==> src/rtl/dma_cfgchk_pkg.sv <==
package dma_cfgchk_pkg;
   localparam int FLAG_W       = 8;
   localparam int F_SRC_ADDR   = 0;
   localparam int F_SRC_STEP   = 1;
   localparam int F_DST_ADDR   = 2;
   localparam int F_DST_STEP   = 3;
   localparam int F_COUNT      = 4;
   localparam int F_LINK       = 5;
   localparam int F_BUS_RD     = 6;
   localparam int F_BUS_WR     = 7;
   localparam int SZ_W         = 3;

   typedef logic [FLAG_W-1:0] fault_flags_t;

   typedef enum logic [1:0] {
      SRC_NONE = 2'd0,
      SRC_CFG  = 2'd1,
      SRC_BUS  = 2'd2,
      SRC_CAN  = 2'd3
   } fault_src_e;
endpackage

==> src/rtl/dma_fault_latch.sv <==
module dma_fault_latch
   import dma_cfgchk_pkg::*;
#(
   parameter int NCH = 16,
   parameter int CHW = 4
) (
   input  logic               clk,
   input  logic               rst_n,
   input  logic               cfg_evt,
   input  fault_flags_t       cfg_flags,
   input  logic [CHW-1:0]     cfg_chan,
   input  logic               bus_evt,
   input  logic               bus_dst,
   input  logic [CHW-1:0]     bus_chan,
   input  logic               can_evt,
   input  logic [CHW-1:0]     can_chan,
   input  logic               clear,
   output fault_flags_t       flags_q,
   output logic [CHW-1:0]     chan_q,
   output logic               cancelled_q,
   output logic               valid_q,
   output logic               pulse_q,
   output logic [NCH-1:0]     irq_q
);
   fault_src_e     sel;
   fault_flags_t   sel_flags;
   logic [CHW-1:0] sel_chan;
   logic           any_evt;

   always_comb begin
      any_evt   = cfg_evt || bus_evt || can_evt;
      sel       = SRC_NONE;
      sel_flags = '0;
      sel_chan  = '0;
      if (cfg_evt) begin
         sel       = SRC_CFG;
         sel_flags = cfg_flags;
         sel_chan  = cfg_chan;
      end else if (bus_evt) begin
         sel       = SRC_BUS;
         sel_flags[F_BUS_RD] = !bus_dst;
         sel_flags[F_BUS_WR] = bus_dst;
         sel_chan  = bus_chan;
      end else if (can_evt) begin
         sel       = SRC_CAN;
         sel_chan  = can_chan;
      end
   end

   always_ff @(posedge clk or negedge rst_n) begin
      if (!rst_n) begin
         flags_q     <= '0;
         chan_q      <= '0;
         cancelled_q <= 1'b0;
         valid_q     <= 1'b0;
         pulse_q     <= 1'b0;
      end else begin
         pulse_q <= any_evt;
         if (clear || !valid_q) begin
            flags_q     <= sel_flags;
            chan_q      <= sel_chan;
            cancelled_q <= (sel == SRC_CAN);
            valid_q     <= any_evt;
         end
      end
   end

   for (genvar n = 0; n < NCH; n++) begin : g_irq
      logic hit;
      assign hit = (cfg_evt && (int'(cfg_chan) == n)) ||
                   (bus_evt && (int'(bus_chan) == n)) ||
                   (can_evt && (int'(can_chan) == n));
      always_ff @(posedge clk or negedge rst_n) begin
         if (!rst_n) irq_q[n] <= 1'b0;
         else        irq_q[n] <= (irq_q[n] && !clear) || hit;
      end
   end
endmodule

==> config.mk <==
export PLATFORM = sky130hd
export DESIGN_NAME = dma_fault_latch
export DESIGN_NICKNAME = d
export VERILOG_FILES = /design/src/rtl/dma_cfgchk_pkg.sv /design/src/rtl/dma_fault_latch.sv
export SDC_FILE = /design/constraint.sdc
export NUM_CORES = 1
export LEC_CHECK = 0
export BUFFER_PORTS_ARGS = -buffer_cell sky130_fd_sc_hd__buf_2
export CAP_MARGIN = 20
export CORE_MARGIN = 10
export CORE_UTILIZATION = 27
export CTS_BUF_LIST = sky130_fd_sc_hd__clkbuf_16
export DETAILED_ROUTE_END_ITERATION = 10
export SETUP_SLACK_MARGIN = 0.05
export SKIP_CTS_REPAIR_TIMING = 1
export SLEW_MARGIN = 20
export SYNTH_ARGS = -nofsm -noshare
export SYNTH_HDL_FRONTEND = slang
export SYNTH_SLANG_ARGS = --single-unit
==> constraint.sdc <==
create_clock -name clk -period 1.7 [get_ports clk]
set_clock_uncertainty 0.15 [all_clocks]
set_input_delay 0.17 -clock clk [delete_from_list [all_inputs] [get_ports clk]]
set_output_delay 0.17 -clock clk [all_outputs]
set_load 0.01 [all_outputs]
==> results of run 1 <==
==> per-layer routing <==
layer  routed length, µm  global-route usage, %
met1                2380                   14.3
met2                2320                   16.0
met3                 453                   4.05
met4                  46                   3.47
met5                   0                      0
==> power groups by stage <==
stage	combinational [mW]	sequential, mW	clock, mW
final	0.359	0.840	0.832
after detailed placement	0.360	0.851	0
after CTS	0.362	0.840	0.853
after global routing	0.402	0.849	0.881
after global placement	0.359	0.849	0
after floorplan	0.152	0.882	0
==> kinds of logic (layout without fill, tap and decap cells) <==
family	count (synthesis)	in the layout	synth area share, %
buf+inv	18	80	5.51
flops	31	31	48.1
simple gates	62	62	20.9
compound gates	54	54	25.5
==> final cells by class <==
class	instances	area, µm²	area share [%]
multi-input combinational	116	747	35.2
timing repair buffer	63	335	15.8
inverter	9	33.8	1.59
clock inverter	3	12.5	0.589
tap	75	93.8	4.42
sequential	31	776	36.5
clock buffer	5	125	5.89
==> flip-flops by register name, indices dropped and copies added (netlist names) <==
register	flops
irq_q	16
flags_q	8
chan_q	4
cancelled_q	1
pulse_q	1
valid_q	1
==> stage by stage <==
stage               area, µm²  worst slack (ps)
global route             2120               335
detailed placement       1970               403
global placement         1970               406
CTS                      2100               412
floorplan                1610               454
finish                   2120               420
==> final timing paths <==
| path | slack (ps) | to | cells after the start |
|---|---|---|---|
| worst max-delay path | 420 | chan_q[2]$_DFFE_PN0P_ | 4 |
| worst min-delay path | -10 | flags_q[3]$_DFFE_PN0P_ | 3 |
| worst max register to register | 420 | chan_q[2]$_DFFE_PN0P_ | 4 |
| worst min register to register | 320 | flags_q[0]$_DFFE_PN0P_ | 2 |
| max in group asynchronous | 800 | irq_q[11]$_DFF_PN0_ | 3 |
| min in group asynchronous | 290 | flags_q[0]$_DFFE_PN0P_ | 3 |
==> worst min-delay path, delay by kind of cell <==
kind / cells / cell delay, ps
buffers and inverters: 1 / 90
AOI/OAI and AO/OA: 1 / 60
and+or+nand+nor: 1 / 50
==> layout by cell type (no fill, tap or decap), types with 3 or more instances in the layout <==
cell       synthesis  final
a221o_1            5      5
and3_1             4      4
a21oi_1            4      4
a22oi_1            8      8
o221ai_1           4      4
nand2_1           24     24
buf_2              5     57
o211ai_1           3      3
inv_1              9     11
nand3_1            5      5
nor2b_1           10     10
o2bb2ai_1          6      6
clkbuf_16          0      5
and3b_1            4      4
a22o_1             3      3
o21ai_0           10     10
a2bb2oi_1          3      3
buf_4              2      4
nor2_1             3      3
dfrtp_1           31     31
==> impl_metrics.py, run 1 <==
metrics = {
    "clock_tree": {
        "cts-buffers-inserted": 5,
        "clk_path_buf_depth": 2,
        "clkTransAtPathRegs_ps": 50,
        "cts_root_buf": "clkbuf_16",
        "ctsHtreeMaxLevel": 2,
        "clk_latency_ps": 270,
        "cts_tree": "yes",
        "clock-sinks": 31,
    },
    "global_routing": {
        "grt_pass1_wl_um": 8420,
        "grt_overflow": 0,
        "grtUsageTotal_pct": 10.9,
        "grt_max_degree": 32,
        "grt_pass1_vias": 1559,
        "antenna_found_initial": 0,
    },
    "critical_path": {
        "path_max_fanout": 27,
        "cp_slowest_cell": "dfrtp_1",
        "end_kind": "flop",
        "crit_buf_inv": 1,
        "setup.worst_path.class": "flop to flop",
        "cp.arrival_ps": 1290,
        "timing.rr.start": "valid_q$_DFFE_PN0P_",
        "cp-start-kind": "flop",
        "slowest_delay_ps": 340,
        "crit_chain": "nor2b_1, buf_4, a21oi_1, a22o_1",
        "crit_family": "flip-flops",
        "critPathLaunch": "valid_q$_DFFE_PN0P_",
        "required_ps": 1710,
    },
    "die": {
        "die_w_um": 97.3,
        "die_area_mm2": 0.00946,
        "die_h_um": 97.3,
        "fp-row-count": 28,
        "io_pins": 58,
        "fp.coreArea_mm2": 0.00585,
        "start_util_pct": 27.5,
    },
    "routing": {
        "drtIter0Drc": 85,
        "drtPass1Iterations": 4,
        "wirelength_um": 5200,
        "drt.antenna.violating_nets": 0,
        "drt-wirelength-per-cell_um": 17.2,
        "num_vias": 1561,
        "via_per_inst": 5.17,
        "drc": 0,
    },
    "logic_synthesis": {
        "synth_top_area_share_pct": 48.1,
        "synthArstFlopShare_pct": 100,
        "ys_top_cells_by_area": "dfrtp_1 (48%), nand2_1 (5.6%), nor2b_1 (3.9%)",
        "synth_area_leader_cell": "dfrtp_1",
        "syn_area_mm2": 0.00161,
        "synth-main-ff-cell": "dfrtp_1",
        "syn-num-nets": 192,
        "synth-seq-cells": 31,
        "synth_commonest_cells": "dfrtp_1 (31), nand2_1 (24), nor2b_1 (10), o21ai_0 (10), inv_1 (9)",
        "seq_area_frac_synth_pct": 48.1,
        "yosysMostFrequentCell": "dfrtp_1",
        "synth_edf_count": 0,
        "synth_cell_types": 35,
        "ys_warn_count": 0,
        "syn_inst": 165,
        "avgSynthCellArea_um2": 9.77,
    },
    "timing": {
        "max_freq_ghz": 0.781,
        "tns_ps": 0,
        "post-route-period-util_pct": 75.3,
        "slew_violations": 0,
        "final_hold_viol_count": 2,
        "setup_violations": 0,
        "whs_ps": -11.5,
        "worst_pin_slew_ps": 406,
        "slew_headroom_pct": 72.9,
        "rsz0062_at_grt": "false",
        "post-route-min-period_ps": 1280,
    },
    "power": {
        "p_sw_share_pct": 27.0,
        "worst_ir_drop_vdd_mv": 0.436,
        "p_per_area_mw_per_mm2": 956,
        "power.leakage_nw": 1.06,
        "p_comb_share_pct": 17.7,
        "power_mw": 2.03,
        "p_seq_share_pct": 41.3,
        "clkPwrFrac_pct": 41.0,
        "p_int_mw": 1.48,
        "switchingPower_uw": 548,
    },
    "layout": {
        "utilization_pct": 36.3,
        "drive_gt1_share_pct": 30.8,
        "fin_cells": 302,
        "antenna_cells": 0,
        "syn_to_final_growth_pct": 31.8,
        "final_nets": 253,
        "fillers": 583,
    },
    "worst_hold_path": {
        "hold_start": "cfg_flags[3]",
        "min_path_type": "input port to flop",
    },
    "run_status": {
        "failed_checks": "negative hold slack",
        "outcome": "finished with violations",
    },
    "placed_design": {
        "gp_congestion": 0.877,
        "hpwl_um": 3920,
        "dp.cells": 292,
        "port_buffers": 57,
    },
    "flow_run": {
        "maxCapViolCount": 0,
    },
}
Note: power is estimated with default switching activity, not from simulation.
==> run 2, diff against run 1 <==
- clock period: 1.7 -> 1.09 ns (I/O delays scaled with it)
==> impl_metrics.py, run 2 (synthesized netlist as in run 1, its figures left out) <==
metrics = {
    "clock_tree": {
        "clk_latency_ps": 270,
        "clk_path_buf_depth": 2,
        "cts_tree": "yes",
        "ctsHtreeMaxLevel": 2,
        "cts-buffers-inserted": 5,
        "clock-sinks": 31,
        "clkTransAtPathRegs_ps": 50,
        "cts_root_buf": "clkbuf_16",
    },
    "critical_path": {
        "crit_family": "flip-flops",
        "critPathLaunch": "valid_q$_DFFE_PN0P_",
        "setup.worst_path.class": "flop to flop",
        "ff2ff_path_depth": 4,
        "timing.rr.start": "valid_q$_DFFE_PN0P_",
        "cp-start-kind": "flop",
        "required_ps": 1100,
        "crit_buf_inv": 1,
        "cp_slowest_cell": "dfrtp_1",
        "cp.arrival_ps": 1210,
        "reg2reg_setup_slack_ps": -110,
        "crit_end": "chan_q[1]$_DFFE_PN0P_",
        "end_kind": "flop",
        "cp_num_cells": 4,
        "slowest_delay_ps": 340,
        "timing.rr.end": "chan_q[1]$_DFFE_PN0P_",
        "crit_chain": "nor2b_4, buf_12, a21oi_1, a22o_1",
        "path_max_fanout": 24,
    },
    "layout": {
        "utilization_pct": 43.1,
        "seqCellArea_um2": 776,
        "top_register": "irq_q",
        "final_cell_mix": "buf_2 (48), dfrtp_1 (31), buf_4 (29)",
        "syn_to_final_growth_pct": 56.4,
        "fin_cells": 334,
        "reg_top3": "irq_q: 16 flops, flags_q: 8 flops, chan_q: 4 flops",
        "largest_register_ffs": 16,
        "multi_input_area_um2": 785,
        "final_nets": 285,
        "drive_gt1_share_pct": 40.2,
        "antenna_cells": 0,
        "final_common_cell": "buf_2",
        "fillers": 582,
    },
    "die": {
        "fp.coreArea_mm2": 0.00585,
        "die_h_um": 97.3,
        "die_area_mm2": 0.00946,
        "start_util_pct": 27.5,
        "io_pins": 58,
        "fp-row-count": 28,
        "die_w_um": 97.3,
    },
    "timing": {
        "slew_headroom_pct": 73.5,
        "rsz0062_at_grt": "true",
        "timing.final.ws_setup_ps": -110,
        "setup_violations": 6,
        "max_freq_ghz": 0.833,
        "post-route-period-util_pct": 110,
        "whs_ps": -2.50,
        "worst_pin_slew_ps": 397,
        "post-route-min-period_ps": 1200,
        "slew_violations": 0,
        "final_hold_viol_count": 1,
    },
    "global_routing": {
        "globalRouteMet3Util_pct": 3.13,
        "grt_util_met2_pct": 17.7,
        "grt_busiest_layer": "met2",
        "grt_max_degree": 25,
        "grtUsageTotal_pct": 11.3,
        "antenna_found_initial": 0,
        "use_met1_pct": 13.8,
        "grt_overflow": 0,
        "grt_pass1_wl_um": 8810,
        "grt_pass1_vias": 1672,
    },
    "run_status": {
        "outcome": "finished with violations",
        "failed_checks": "negative hold slack, negative setup slack",
    },
    "routing": {
        "drtIter0Drc": 72,
        "drt.antenna.violating_nets": 0,
        "wirelength_um": 5490,
        "num_vias": 1680,
        "via_per_inst": 5.03,
        "drt-wirelength-per-cell_um": 16.4,
        "drc": 0,
        "drtPass1Iterations": 4,
    },
    "worst_hold_path": {
        "min_path_type": "input port to flop",
    },
    "placed_design": {
        "gp_congestion": 0.870,
        "hpwl_um": 4280,
        "dp.cells": 312,
        "port_buffers": 57,
    },
    "flow_run": {
        "maxCapViolCount": 0,
    },
    "power": {
        "power.leakage_nw": 1.25,
        "worst_ir_drop_vdd_mv": 0.669,
        "p_per_area_mw_per_mm2": 1430,
    },
}
[run 2: cell types whose count changed in the layout (fill, tap and decap cells not counted), moves of 2 or more]
| cell | change |
|---|---|
| buf_12 | +2 |
| inv_1 | -2 |
| o2bb2ai_2 | +4 |
| dlygate4sd3_1 | +5 |
| buf_6 | +9 |
| buf_2 | -9 |
| buf_4 | +25 |
| o2bb2ai_1 | -4 |
[run 2: layer usage]
metal	vias up	wire, µm
li1	797	-
met1	817	2440
met2	59	2560
met3	7	366
met4	0	127
met5	-	0
[run 2: worst min path at each step]
stage	startpoint	end	slack, ps	depth (start not counted)
after detailed placement	rst_n	irq_q[10]$_DFF_PN0_	-120	1
final	cfg_flags[6]	flags_q[6]$_DFFE_PN0P_	-2	3
after floorplan	rst_n	cancelled_q$_DFFE_PN0P_	-340	0
after global placement	rst_n	irq_q[10]$_DFF_PN0_	-120	1
after CTS	rst_n	irq_q[5]$_DFF_PN0_	-410	1
after global routing	cfg_evt	pulse_q$_DFF_PN0_	40	2
[run 2: worst reg2reg max path, stage by stage, from the launching register on]
cell	delay, ps
dfrtp_1	340
nor2b_4	170
buf_12	160
a21oi_1	50
a22o_1	200
[run 2: power breakdown]
part           total, mW  internal (mW)  switching [mW]  leakage (nW)
Sequential          1.32           1.25          0.0608         0.396
Clock               1.56           1.06           0.495        0.0812
Combinational      0.724          0.366           0.358         0.777
Total               3.60           2.68           0.914          1.25
[run 2: through the flow]
stage               TNS [ps]  instance area, µm²  setup slack (ps)  total power [mW]
finish                  -360                2520              -110              3.60
global route           -1370                2520              -188              3.77
CTS                     -776                2310              -157              3.53
detailed placement     -1810                2150              -187              1.96
global placement       -1710                2150              -187              1.95
floorplan              -1230                1630              -115              1.62
[run 2: final cells by class]
type	count	share of cell area, %
clock buffer	5	4.96
clock inverter	3	1.54
inverter	9	1.34
multi-input combinational	116	31.1
sequential	31	30.8
tap	75	3.72
timing repair buffer	95	26.6
==> run 3, diff against run 2 <==
- CORE_UTILIZATION: 27 -> 39
- PLACE_DENSITY: default -> 0.68
==> impl_metrics.py, run 3 (synthesized netlist as in run 1, its figures left out) <==
metrics = {
    "timing": {
        "worst_pin_slew_ps": 442,
        "slew_violations": 0,
        "timing.final.ws_setup_ps": -107,
        "rsz0062_at_grt": "true",
        "slew_headroom_pct": 70.5,
        "tns_ps": -984,
        "post-route-period-util_pct": 110,
        "max_freq_ghz": 0.835,
        "post-route-min-period_ps": 1200,
        "final_hold_viol_count": 0,
        "setup_violations": 16,
        "whs_ps": 11.1,
    },
    "run_status": {
        "failed_checks": "negative setup slack",
        "outcome": "finished with violations",
    },
    "critical_path": {
        "end_kind": "flop",
        "cp-start-kind": "flop",
        "required_ps": 1150,
        "crit_buf_inv": 1,
        "path_max_fanout": 5,
        "cp.arrival_ps": 1260,
        "slowest_delay_ps": 380,
        "crit_chain": "nor2b_4, buf_6, a21oi_1, a22o_1",
        "crit_family": "flip-flops",
        "cp_slowest_cell": "dfrtp_1",
        "setup.worst_path.class": "flop to flop",
    },
    "global_routing": {
        "grtUsageTotal_pct": 14.3,
        "grt_pass1_vias": 1674,
        "grt_max_degree": 16,
        "grt_pass1_wl_um": 8270,
        "antenna_found_initial": 0,
        "grt_overflow": 0,
    },
    "clock_tree": {
        "cts-buffers-inserted": 5,
        "clk_path_buf_depth": 2,
        "cts_root_buf": "clkbuf_16",
        "ctsHtreeMaxLevel": 2,
        "clkTransAtPathRegs_ps": 50,
        "clk_latency_ps": 270,
        "clock-sinks": 31,
        "cts_tree": "yes",
    },
    "routing": {
        "drtPass1Iterations": 4,
        "drt-wirelength-per-cell_um": 17.4,
        "drt.antenna.violating_nets": 0,
        "wirelength_um": 5600,
        "num_vias": 1736,
        "drc": 0,
        "drtIter0Drc": 79,
        "via_per_inst": 5.41,
    },
    "die": {
        "fp.coreArea_mm2": 0.00400,
        "fp-row-count": 23,
        "die_w_um": 84.3,
        "die_h_um": 84.3,
        "io_pins": 58,
        "start_util_pct": 40.3,
        "die_area_mm2": 0.00710,
    },
    "layout": {
        "utilization_pct": 66.5,
        "fillers": 323,
        "largest_register_ffs": 16,
        "final_common_cell": "buf_2",
        "reg_top3": "irq_q: 16 flops, flags_q: 8 flops, chan_q: 4 flops",
        "antenna_cells": 0,
        "drive_gt1_share_pct": 49.4,
        "syn_to_final_growth_pct": 65.1,
        "final_cell_mix": "buf_2 (48), buf_4 (37), dfrtp_1 (31)",
        "final_nets": 297,
        "top_register": "irq_q",
    },
    "power": {
        "clkPwrFrac_pct": 37.3,
        "p_int_mw": 2.51,
        "p_comb_share_pct": 24.3,
        "p_sw_share_pct": 26.9,
        "switchingPower_uw": 923,
        "worst_ir_drop_vdd_mv": 0.829,
        "power.leakage_nw": 1.34,
        "p_per_area_mw_per_mm2": 1290,
        "p_seq_share_pct": 38.5,
        "power_mw": 3.43,
    },
    "placed_design": {
        "hpwl_um": 4020,
        "post-place-ws_ps": -161,
        "gp_congestion": 0.900,
        "port_buffers": 57,
    },
    "worst_hold_path": {
        "min_path_type": "input port to flop",
    },
    "flow_run": {
        "maxCapViolCount": 0,
    },
}
[run 3: final timing paths]
path | start | to | slack (ps) | cells after the start
max | valid_q$_DFFE_PN0P_ | chan_q[2]$_DFFE_PN0P_ | -110 | 4
min | bus_dst | flags_q[7]$_DFFE_PN0P_ | 10 | 3
max reg2reg | valid_q$_DFFE_PN0P_ | chan_q[2]$_DFFE_PN0P_ | -110 | 4
min reg2reg | flags_q[3]$_DFFE_PN0P_ | flags_q[3]$_DFFE_PN0P_ | 340 | 2
max in group asynchronous | rst_n | irq_q[5]$_DFF_PN0_ | 250 | 3
min in group asynchronous | rst_n | flags_q[2]$_DFFE_PN0P_ | 150 | 2
[run 3: worst min-delay path, stage by stage]
cell,delay [ps]
buf_2,90
a22oi_1,60
o21ai_1,130
[run 3: metrics by stage]
step                      instance area (µm²)  cells
after floorplan                          1630    165
after global placement                   2150    292
after detailed placement                 2150    292
after CTS                                2290    300
after global routing                     2660    321
final                                    2660    321
[run 3: power groups by stage]
stage | clock (mW) | sequential (mW) | combinational, mW
floorplan | 0 | 1.38 | 0.246
global placement | 0 | 1.32 | 0.631
detailed placement | 0 | 1.33 | 0.639
CTS | 1.31 | 1.31 | 0.643
global route | 1.35 | 1.33 | 0.905
finish | 1.28 | 1.32 | 0.833
[run 3: cell type report]
cell class	count	area, µm²	area share (%)
clock buffers	5	125	4.70
clock inverters	3	11.3	0.423
inverters	9	33.8	1.27
multi-input cells	116	863	32.5
flip-flops and latches	31	776	29.2
well taps	50	62.6	2.35
repair buffers	107	788	29.6
[run 3: per-layer routing]
layer  GRT usage [%]  vias up  routed length (µm)
met5               0        -                   0
met1            15.7      820                2190
met3            6.09       15                 463
li1                -      829                   -
met2            23.3       72                2780
met4            6.70        0                 160
